--- src/rtl/pmm_pkg.sv ---
package pmm_pkg;

  typedef enum logic [1:0] {
    MAP_OVERLAY = 2'b00,
    MAP_SPLIT   = 2'b01,
    MAP_HIDE_A  = 2'b10,
    MAP_HIDE_B  = 2'b11
  } map_e;

  typedef enum logic [1:0] {
    RC_NONE = 2'd0,
    RC_COLD = 2'd1,
    RC_WARM = 2'd2,
    RC_SOFT = 2'd3
  } rcause_e;

  // Mode value loaded by a reset of the given cause.
  // cfg bit = 0 means programmed; low mode bit is always the inverse of cfg[0].
  function automatic logic [1:0] reload_value(rcause_e cause, logic [1:0] cfg,
                                              logic [1:0] cur);
    logic hi;
    logic lo;
    lo = ~cfg[0];
    case (cause)
      RC_COLD: hi = ~cfg[1];
      RC_WARM: hi = cfg[1] ? cur[1] : 1'b1;
      RC_SOFT: hi = 1'b1;
      default: begin
        hi = cur[1];
        lo = cur[0];
      end
    endcase
    return {hi, lo};
  endfunction

endpackage

--- src/rtl/pmm_cause.sv ---
module pmm_cause
  import pmm_pkg::*;
(
  input  logic    clk,
  input  logic    rst_n,
  input  logic    rst_por,
  input  logic    rst_wdt,
  input  logic    rst_sw,
  output rcause_e cause
);

  always_comb begin
    if (!rst_n || rst_por) cause = RC_COLD;
    else if (rst_wdt)      cause = RC_WARM;
    else if (rst_sw)       cause = RC_SOFT;
    else                   cause = RC_NONE;
  end

  // cold beats warm, warm beats soft
  p_cold_first_r4: assert property (@(posedge clk) disable iff (!rst_n)
    rst_por |-> cause == RC_COLD);
  p_warm_over_soft_r4: assert property (@(posedge clk) disable iff (!rst_n)
    (rst_wdt && !rst_por) |-> cause == RC_WARM);

endmodule

--- src/rtl/pmm_mapreg.sv ---
module pmm_mapreg
  import pmm_pkg::*;
(
  input  logic       clk,
  input  logic       rst_n,
  input  rcause_e    cause,
  input  logic [1:0] cfg_nv,
  input  logic       wr_en,
  input  logic       wr_bit0,
  output map_e       map_q
);

  logic [1:0] load_val;
  logic       do_load;
  logic       do_write;

  assign do_load  = (cause != RC_NONE);
  assign do_write = !do_load && wr_en;
  assign load_val = reload_value(cause, cfg_nv, map_q);

  always_ff @(posedge clk) begin
    if (do_load)       map_q <= map_e'(load_val);
    else if (do_write) map_q <= map_e'({map_q[1], wr_bit0});
  end

  // a cold strobe loads the inverted start-up bits
  p_cold_load_r1: assert property (@(posedge clk) disable iff (!rst_n)
    (cause == RC_COLD) |=> (map_q == {~$past(cfg_nv[1]), ~$past(cfg_nv[0])}));

  // warm reset keeps the high bit when the high start-up bit is unprogrammed
  p_warm_keep_r2: assert property (@(posedge clk) disable iff (!rst_n)
    (cause == RC_WARM && cfg_nv[1]) |=> (map_q[1] == $past(map_q[1])));

  // software reset always lands in a hidden mode
  p_soft_hidden_r3: assert property (@(posedge clk) disable iff (!rst_n)
    (cause == RC_SOFT) |=> map_q[1]);

  // a write only reaches bit 0
  p_write_bit0_r5: assert property (@(posedge clk) disable iff (!rst_n)
    do_write |=> (map_q[1] == $past(map_q[1]) && map_q[0] == $past(wr_bit0)));

  // without load or write the mode holds
  p_mode_hold_r5: assert property (@(posedge clk) disable iff (!rst_n)
    (!do_load && !wr_en) |=> $stable(map_q));

endmodule

--- src/rtl/pmm_decode.sv ---
module pmm_decode
  import pmm_pkg::*;
#(
  parameter int unsigned            ADDR_W  = 16,
  parameter logic [ADDR_W-1:0]      LOW_TOP = 'h1FFF,
  parameter logic [ADDR_W-1:0]      B0_TOP  = 'h7FFF,
  parameter logic [ADDR_W-1:0]      B1_BASE = 'hE000
) (
  input  map_e              mode,
  input  logic [ADDR_W-1:0] addr,
  output logic              bank1,
  output logic [ADDR_W-1:0] off,
  output logic              gap
);

  function automatic logic in_low(logic [ADDR_W-1:0] a);
    return a <= LOW_TOP;
  endfunction

  function automatic logic in_top(logic [ADDR_W-1:0] a);
    return a >= B1_BASE;
  endfunction

  function automatic logic in_gap(logic [ADDR_W-1:0] a);
    return (a > B0_TOP) && (a < B1_BASE);
  endfunction

  function automatic logic [ADDR_W-1:0] top_offset(logic [ADDR_W-1:0] a);
    return a - B1_BASE;
  endfunction

  always_comb begin
    bank1 = 1'b0;
    off   = addr;
    gap   = 1'b0;
    case (mode)
      MAP_OVERLAY: begin
        bank1 = in_low(addr);
      end
      MAP_SPLIT: begin
        if (in_top(addr)) begin
          bank1 = 1'b1;
          off   = top_offset(addr);
        end else begin
          gap = in_gap(addr);
        end
      end
      default: begin
        bank1 = 1'b0;
      end
    endcase
  end

endmodule

--- src/rtl/pmm_guard.sv ---
module pmm_guard #(
  parameter int unsigned       ADDR_W  = 16,
  parameter logic [ADDR_W-1:0] LOW_TOP = 'h1FFF
) (
  input  logic              clk,
  input  logic              rst_n,
  input  logic              wr_en,
  input  logic [ADDR_W-1:0] addr,
  output logic              fault_q
);

  logic hit;
  assign hit = wr_en && (addr <= LOW_TOP);

  always_ff @(posedge clk) begin
    if (!rst_n) fault_q <= 1'b0;
    else        fault_q <= hit;
  end

  // flag only follows a low-window write
  p_fault_src_r9: assert property (@(posedge clk) disable iff (!rst_n)
    fault_q |-> ($past(wr_en) && ($past(addr) <= LOW_TOP)));
  p_fault_set_r9: assert property (@(posedge clk) disable iff (!rst_n)
    (wr_en && (addr <= LOW_TOP)) |=> fault_q);

endmodule

--- src/rtl/pmm_mapper.sv ---
module pmm_mapper
  import pmm_pkg::*;
#(
  parameter int unsigned       ADDR_W  = 16,
  parameter logic [ADDR_W-1:0] LOW_TOP = 'h1FFF,
  parameter logic [ADDR_W-1:0] B0_TOP  = 'h7FFF,
  parameter logic [ADDR_W-1:0] B1_BASE = 'hE000
) (
  input  logic              clk,
  input  logic              rst_n,
  input  logic              rst_por,
  input  logic              rst_wdt,
  input  logic              rst_sw,
  input  logic [1:0]        cfg_nv,
  input  logic              wr_en,
  input  logic              wr_bit0,
  input  logic [ADDR_W-1:0] fetch_addr,
  output logic [1:0]        map_mode,
  output logic              bank_sel,
  output logic [ADDR_W-1:0] bank_off,
  output logic              not_visible,
  output logic              fault_low_wr
);

  rcause_e cause;
  map_e    mode_q;

  pmm_cause u_cause (
    .clk     (clk),
    .rst_n   (rst_n),
    .rst_por (rst_por),
    .rst_wdt (rst_wdt),
    .rst_sw  (rst_sw),
    .cause   (cause)
  );

  pmm_mapreg u_mapreg (
    .clk     (clk),
    .rst_n   (rst_n),
    .cause   (cause),
    .cfg_nv  (cfg_nv),
    .wr_en   (wr_en),
    .wr_bit0 (wr_bit0),
    .map_q   (mode_q)
  );

  pmm_decode #(
    .ADDR_W  (ADDR_W),
    .LOW_TOP (LOW_TOP),
    .B0_TOP  (B0_TOP),
    .B1_BASE (B1_BASE)
  ) u_decode (
    .mode  (mode_q),
    .addr  (fetch_addr),
    .bank1 (bank_sel),
    .off   (bank_off),
    .gap   (not_visible)
  );

  pmm_guard #(
    .ADDR_W  (ADDR_W),
    .LOW_TOP (LOW_TOP)
  ) u_guard (
    .clk     (clk),
    .rst_n   (rst_n),
    .wr_en   (wr_en),
    .addr    (fetch_addr),
    .fault_q (fault_low_wr)
  );

  assign map_mode = mode_q;

  // gap flag only in split mode
  p_gap_split_only_r7: assert property (@(posedge clk) disable iff (!rst_n)
    not_visible |-> (map_mode == MAP_SPLIT));

  // hidden modes never pick bank 1
  p_hidden_bank0_r8: assert property (@(posedge clk) disable iff (!rst_n)
    map_mode[1] |-> (!bank_sel && bank_off == fetch_addr));

  // overlay window served by bank 1
  p_overlay_low_r6: assert property (@(posedge clk) disable iff (!rst_n)
    (map_mode == MAP_OVERLAY && fetch_addr <= LOW_TOP) |-> bank_sel);

endmodule

--- config.mk ---
export PLATFORM = sky130hd
export DESIGN_NAME = pmm_mapper
export DESIGN_NICKNAME = d
export VERILOG_FILES = /design/src/rtl/pmm_pkg.sv /design/src/rtl/pmm_cause.sv /design/src/rtl/pmm_mapreg.sv /design/src/rtl/pmm_decode.sv /design/src/rtl/pmm_guard.sv /design/src/rtl/pmm_mapper.sv
export SDC_FILE = /design/constraint.sdc
export NUM_CORES = 1
export LEC_CHECK = 0
export CAP_MARGIN = 20
export CORE_ASPECT_RATIO = 0.9
export CORE_MARGIN = 2
export CORE_UTILIZATION = 22
export CTS_BUF_LIST = sky130_fd_sc_hd__clkbuf_2 sky130_fd_sc_hd__clkbuf_4 sky130_fd_sc_hd__clkbuf_8
export DETAILED_ROUTE_END_ITERATION = 12
export GPL_TIMING_DRIVEN = 0
export PLACE_DENSITY = 0.79
export SYNTH_ARGS = -nofsm -noshare
export SYNTH_HDL_FRONTEND = slang
export SYNTH_SLANG_ARGS = --single-unit
--- constraint.sdc ---
create_clock -name clk -period 1.21 [get_ports clk]
set_clock_uncertainty 0.05 [all_clocks]
set_input_delay 0.242 -clock clk [delete_from_list [all_inputs] [get_ports clk]]
set_output_delay 0.242 -clock clk [all_outputs]
set_load 0.005 [all_outputs]
# After elaboration in Yosys (flattened, before gate mapping)
# Index checks and enable logic that the tools add are counted.
[totals] output_inout_bits=21 wordCells=43 reg_bits=3
[op_classes] eq_ne=6 n_addsub=1 n_bitwise=2 n_mux=14 reduce_logical=13 order_cmp=4
[op_table] operator="$mux 16" n=2
[op_table] operator="$ge 16x16->1 const B" n=1
[op_table] operator="$gt 16x15->1 const B" n=1
[op_table] operator="$le 16x13->1 const B" n=1
[op_table] operator="$lt 16x16->1 const B" n=1
[op_table] operator="$sub 16x16->16 const B" n=1
[op_table] operator="$mux 2" n=4
[op_table] operator="$mux 1" n=6
[op_table] operator="$eq 2x1->1 const B" n=2
[op_table] operator="$eq 2x2->1 const B" n=2
[op_table] operator="$ne 2x2->1 const B" n=2
[op_table] operator="$reduce_bool 2->1" n=2
[op_table] operator="$logic_and 1x1->1" n=3
[op_table] operator="$pmux 1 s3" n=1
[op_table] operator="$reduce_and 3->1" n=1
[op_table] operator="$reduce_bool 3->1" n=1
[op_table] operator="$reduce_or 3->1" n=1
[op_table] operator="$logic_not 1->1" n=2
[op_table] operator="$logic_not 2->1" n=1
[op_table] operator="$not 1->1" n=2
[op_table] operator="$pmux 1 s2" n=1
[op_table] operator="$reduce_and 2->1" n=1
[op_table] operator="$logic_or 1x1->1" n=1

# Depth between registers and ports, before layout
# Gate-level depths: netlist (run 1).
[logic_depth] word_depth=8 ltp_mapped=3

# Cells and area by module
# From an unflattened synthesis (run 1), not the netlist that was laid out.
[unflattened] hier_cells=41 hier_area_um2=352.8
[by_module_without_submodules] mod="pmm_decode" n_inst=1 cells_each=26 seq_area_each_um2=0.0 area_each_um2=183.9
[by_module_without_submodules] mod="pmm_mapreg" n_inst=1 cells_each=8 seq_area_each_um2=60.1 area_each_um2=102.6
[by_module_without_submodules] mod="pmm_guard" n_inst=1 cells_each=3 seq_area_each_um2=20.0 area_each_um2=36.3
[by_module_without_submodules] mod="pmm_cause" n_inst=1 cells_each=4 seq_area_each_um2=0.0 area_each_um2=30.0

# Worst setup path before layout (run 1)
# OpenSTA, ideal clock, no wires.
[synth_path] path_kind="register to output" startpoint="register u_mapreg.map_q[0]" endpoint="output bank_sel" path_buffers=0 stages_incl_launch_ff=3 arrival_ps=997 required_ps=918 setup_slack_ps=-79 cell_sequence="edfxtp_1 -> or4_1 -> a21oi_1"
[synth_between] elab_chain_cells=2
[synth_rtl] element="from (decl)" line="pmm_mapreg.sv:10" source="output map_e map_q"
[synth_rtl] element="from (signal assigned)" line="pmm_mapreg.sv:22" source="if (do_load) map_q <= map_e'(load_val);"
[synth_rtl] element="from (signal assigned)" line="pmm_mapreg.sv:23" source="else if (do_write) map_q <= map_e'({map_q[1], wr_bit0});"
[synth_rtl] element="$eq 2x1->1 / $logic_not 2->1 (equally long branches)" line="pmm_decode.sv:36" source="case (mode)"
[synth_rtl] element="$pmux 1 s2 (*)" line="pmm_decode.sv:36"
[synth_rtl] element="to (decl)" line="pmm_mapper.sv:19" source="output logic bank_sel,"
# Mark *: on every way between the ends. The rest lies on a longest branch, timed or not.

# Final worst setup path (run 1)
# Ends and elaborated chain as after synthesis.

==> impl_metrics.ini, run 1 <==
[outcome]
status = finished, violations left
violations = setup timing

[detailed_routing]
drt_iter0_markers = 2
ant_nets = 0
vias_per_cell = 4.31
vias = 409
drc_errors = 0
drt_wl_total_um = 954
first_pass_iters = 2
drt-wirelength-per-cell_um = 10.0

[grt]
grt_pass1_vias = 330
grt_use_total = 0.100
grt_pass1_wl_um = 1270
grt-ovfl-total = 0
antenna_found_initial = 0
grt_max_degree = 9

[synth]
synth.area.top_cells = buf_4 29%, edfxtp_1 18%, dfxtp_1 6.0%
synth_area_leader_cell = buf_4
syn-num-nets = 66
synth_cells = 40
netlist.area_leader.share = 0.291
ys_seq_area_frac = 0.239
ys_seq_elements = 3
synth_warnings = 0
ys_types = 22
syn_area_per_cell_um2 = 8.38
netlist_area_um2 = 335

[layout]
nFillCells = 144
final_common_cell = clkdlybuf4s50_1
final_area_um2 = 734
layout.nets = 107
seq_area_um2 = 80.1
drive_gt1_frac = 0.425
layout_common_cells = 17 x clkdlybuf4s50_1, 13 x buf_4, 7 x buf_2
area_growth_pct = 119
multi_input_area_um2 = 169
antennaDiodeCount = 0

[power]
power_uw = 525
p_leak_uw = 0.000354
power_switching_share = 0.227
power_frac_comb = 0.395
p_switching_uw = 119
powerDensity_mw_per_mm2 = 715
clock_power_share = 0.371
p_int_uw = 406
peakVddDrop_uv = 403
seqPwrFrac = 0.234

[job]
maxCapViolCount = 0

[timing]
finalHoldViolations = 0
slew_headroom = 0.815
min_period_ns = 1.61
maxSlewViolCount = 0
setup_viol = 7
worst_pin_slew_ns = 0.276
rsz0062_at_grt = true
worst_slack_ns = -0.397
fmax_ghz = 0.622
finalCritPeriodShare = 1.33

[floorplan]
die-area_mm2 = 0.00185
start_util = 0.234
io_pins = 46
die_x_um = 45.2
die_h_um = 41.0
core_area_mm2 = 0.00143
rows = 13

[hold_path]
worst_hold_path_type = in2reg

[setup_path]
cp-endpoint = bank_sel
cp_slowest_cell = or4_1
cp_max_fo = 2
crit_required_ns = 0.92
slowest_delay_ns = 0.42
start_kind = register
path_buf_inv = 1
cp_cell_sequence = or4_1, a21oi_1, buf_2
worstSetupEndpointType = output port
critPathTopFamily = simple AND/OR/NAND/NOR gates
arrival_ns = 1.31
crit_start = u_mapreg.map_q[0]
crit_type = reg2out
crit_cells = 3

[clock_network]
cts.htree.levels = 1
ctsHoldBuffers = 0
cts.sinks = 3
cts_buffers = 3
path_clk_slew_ns = 0.04
cts.path.max_buffers = 2
cts_tree = yes
ctsRootBufferMaster = clkbuf_4

[placement]
placed_area_um2 = 674
dp_hpwl_um = 773
gp_congestion = 0.669
port_buffers = 32
[cells in the mapped netlist]
master and count:
a211oi_1 1, ha_1 1, nor4b_1 1, dfxtp_1 1, buf_4 13, o31a_1 1
nand4_1 1, o21ai_0 1, inv_1 3, edfxtp_1 2, o31a_2 1, nand2b_1 1
mux2i_1 2, nor2b_1 1, nand2_1 3, nand3b_1 1, o21a_1 1, nor2_1 1
or4_1 1, and2_1 1, a21oi_1 1, nor4_1 1
[power groups by stage]
stage	combinational, uW	clock (uW)	sequential, uW
2_1_floorplan	64.2	0	127
6_report	207	195	123
5_1_grt	224	214	123
3_3_place_gp	185	0	127
3_5_place_dp	189	0	127
4_1_cts	203	199	122
[registers in the layout, indices dropped and copies added, names as in the netlist]
signal / count
u_mapreg.map_q: 2
u_guard.fault_q: 1
[worst min-delay path by stage]
stage,slack (ns),cells past startpoint,start,endpoint
6_report,0.24,2,fetch_addr[13],u_guard.fault_q
5_1_grt,0.26,2,fetch_addr[13],u_guard.fault_q
4_1_cts,0.25,2,fetch_addr[13],u_guard.fault_q
3_5_place_dp,0.80,3,wr_en,u_guard.fault_q
3_3_place_gp,0.79,3,wr_en,u_guard.fault_q
2_1_floorplan,0.27,1,fetch_addr[14],u_guard.fault_q
[area by class of cell]
type,instances,share of cell area
Buffer,13,0.133
Timing Repair Buffer,36,0.446
Inverter,3,0.0153
Clock buffer,4,0.0409
Tap cell,15,0.0256
Multi-Input combinational cell,21,0.230
Sequential cell,3,0.109
[through the flow]
| step | hold slack, ns | util | setup WS, ns | TNS [ns] | instances |
|---|---|---|---|---|---|
| 2_1_floorplan | 0.267 | - | -0.0791 | -0.0791 | 40 |
| 3_3_place_gp | 0.785 | 0.471 | -1.06 | -5.24 | 87 |
| 3_5_place_dp | 0.803 | 0.471 | -1.06 | -5.47 | 87 |
| 4_1_cts | 0.246 | 0.503 | -0.366 | -1.34 | 94 |
| 5_1_grt | 0.265 | 0.513 | -0.469 | -1.76 | 95 |
| 6_report | 0.243 | 0.513 | -0.397 | -1.39 | 95 |
[kinds of logic (layout without fill, tap and decap cells)]
kind of cell             Yosys count  in the layout  synth area share
AO/OA/AOI/OAI                      6              6             0.131
adder cells (fa/ha/maj)            1              1            0.0373
buffers and inverters             16             56             0.325
flip-flops                         3              3             0.239
multiplexers                       2              2            0.0597
AND/OR/NAND/NOR                   12             12             0.209
[layer usage]
| metal | global-route usage | vias to the layer above | wire length (um) |
|---|---|---|---|
| met5 | 0 | - | 0 |
| met4 | 0.0662 | 0 | 12 |
| met3 | 0.0308 | 2 | 79 |
| met2 | 0.182 | 19 | 565 |
| met1 | 0.102 | 180 | 297 |
| li1 | - | 208 | - |
[repair_timing]
item / in CTS / in global routing
endpoints found under the setup margin: 10 / 8
gates resized for setup: 46 / 5
endpoints found under the hold margin: 0 / 0
setup buffers: 3 / 1
pin swaps: 3 / 1
Power figures use the tool's default switching activity.
==> inputs of run 2 (changes only) <==
--- a/config.mk
+++ b/config.mk
@@ -9,10 +9,11 @@
 export CORE_ASPECT_RATIO = 0.9
 export CORE_MARGIN = 2
 export CORE_UTILIZATION = 22
-export CTS_BUF_LIST = sky130_fd_sc_hd__clkbuf_2 sky130_fd_sc_hd__clkbuf_4 sky130_fd_sc_hd__clkbuf_8
+export CTS_BUF_LIST = sky130_fd_sc_hd__clkbuf_8
 export DETAILED_ROUTE_END_ITERATION = 12
 export GPL_TIMING_DRIVEN = 0
 export PLACE_DENSITY = 0.79
 export SYNTH_ARGS = -nofsm -noshare
 export SYNTH_HDL_FRONTEND = slang
 export SYNTH_SLANG_ARGS = --single-unit
+export TNS_END_PERCENT = 30
==> run 2 against run 1 <==
Effect of this change:
- the flow still finishes with violations (setup timing)
- sequential share of layout area fell by 0.22 points
- first-iteration DRC count decreased by 50%
- wire length is 11% higher
- worst setup slack improved by 0.0074 ns
- flip-flop and latch count stayed put
- sequential power is essentially flat
- cell count stayed put
- clock power grew 46%
- critical path type unchanged
- largest cell class unchanged
==> impl_metrics.ini, run 2 (synthesis results as in run 1) <==
[floorplan]
die_h_um = 41.0
core_area_mm2 = 0.00143
die-area_mm2 = 0.00185
start_util = 0.234
io_pins = 46
die_x_um = 45.2
rows = 13

[grt]
grt-ovfl-total = 0
grt_pass1_wl_um = 1340
grt_pass1_vias = 334
grt_max_degree = 9
antenna_found_initial = 0
grt_use_total = 0.108

[setup_path]
arrival_ns = 1.31
slowest_delay_ns = 0.43
cp_max_fo = 2
path_buf_inv = 1
worstSetupEndpointType = output port
crit_type = reg2out
crit_required_ns = 0.92
cp_slowest_cell = or4_1
critPathTopFamily = simple AND/OR/NAND/NOR gates
cp_cell_sequence = or4_1, a21oi_2, buf_2
start_kind = register

[detailed_routing]
drc_errors = 0
drt_iter0_markers = 1
drt-wirelength-per-cell_um = 11.1
vias_per_cell = 4.35
ant_nets = 0
drt_wl_total_um = 1060
first_pass_iters = 2
vias = 413

[clock_network]
ctsRootBufferMaster = clkbuf_8
cts_buffers = 3
cts.path.max_buffers = 2
cts.sinks = 3
ctsHoldBuffers = 0
cts.htree.levels = 1
path_clk_slew_ns = 0.03
cts_tree = yes

[outcome]
status = finished, violations left
violations = setup timing

[power]
p_leak_uw = 0.000375
powerDensity_mw_per_mm2 = 817
peakVddDrop_uv = 417

[layout]
drive_gt1_frac = 0.425
final_common_cell = clkdlybuf4s50_1
fin_util = 0.524
reg_top3 = u_mapreg.map_q: 2 flops, u_guard.fault_q: 1 flops
layout.nets = 107
largest_reg_flops = 2
layout_common_cells = 17 x clkdlybuf4s50_1, 14 x buf_4, 7 x buf_2
antennaDiodeCount = 0
area_growth_pct = 124
top_register = u_mapreg.map_q

[placement]
dp_hpwl_um = 773
port_buffers = 32
pre_cts_ws_ns = -1.06
gp_congestion = 0.669

[timing]
rsz0062_at_grt = true
slew_headroom = 0.809
setup_viol = 7
min_period_ns = 1.60
worst_pin_slew_ns = 0.284
fmax_ghz = 0.625
maxSlewViolCount = 0
finalHoldViolations = 0
setup-tns-final_ns = -1.33
finalCritPeriodShare = 1.32
worst_slack_ns = -0.389

[hold_path]
worst_hold_path_type = in2reg

[job]
maxCapViolCount = 0
-- run 2: cell types whose count changed in the layout (fill, tap and decap cells not counted), sizes merged --
cell,before,now
dlygate4sd2,3,1
dlymetal6s2s,2,4
buf,25,24
inv,3,4
-- run 2: final cells by class --
type                            instances  area, um^2
Inverter                                3        11.3
Buffer                                 13        97.6
Clock inverter                          1        3.75
Sequential cell                         3        80.1
Tap cell                               15        18.8
Fill cell                             148         682
Timing Repair Buffer                   36         327
Clock buffer                            3        41.3
Multi-Input combinational cell         21         170
-- run 2: worst paths after layout --
| check | slack (ns) | cells past startpoint | end | start |
|---|---|---|---|---|
| max | -0.39 | 3 | bank_sel | u_mapreg.map_q[0] |
| min | 0.27 | 2 | u_guard.fault_q | fetch_addr[13] |
-- run 2: report_power, final --
group	internal, uW	total (uW)	switching, uW
Sequential	118	123	4.74
Combinational	139	205	66.1
Clock	216	284	68.0
-- run 2: layer usage --
metal,vias to the layer above,part of all wire,global-route usage
met5,-,0,0
met2,19,0.60,0.207
li1,207,-,-
met3,2,0.079,0.0308
met1,185,0.31,0.0966
met4,0,0.013,0.0882
-- run 2: metrics by stage --
stage	instance area, um^2	hold slack, ns	total power, uW	instances
after floorplan	335	0.267	191	40
after global placement	674	0.785	312	87
after detailed placement	674	0.803	316	87
after CTS	723	0.251	609	93
after global routing	749	0.290	652	95
final	749	0.268	612	95
-- run 2: repair_timing --
item	in CTS	in global routing
buffers inserted	2	2
setup endpoints to repair	10	10
pin swaps	2	1
gates resized for setup	37	12
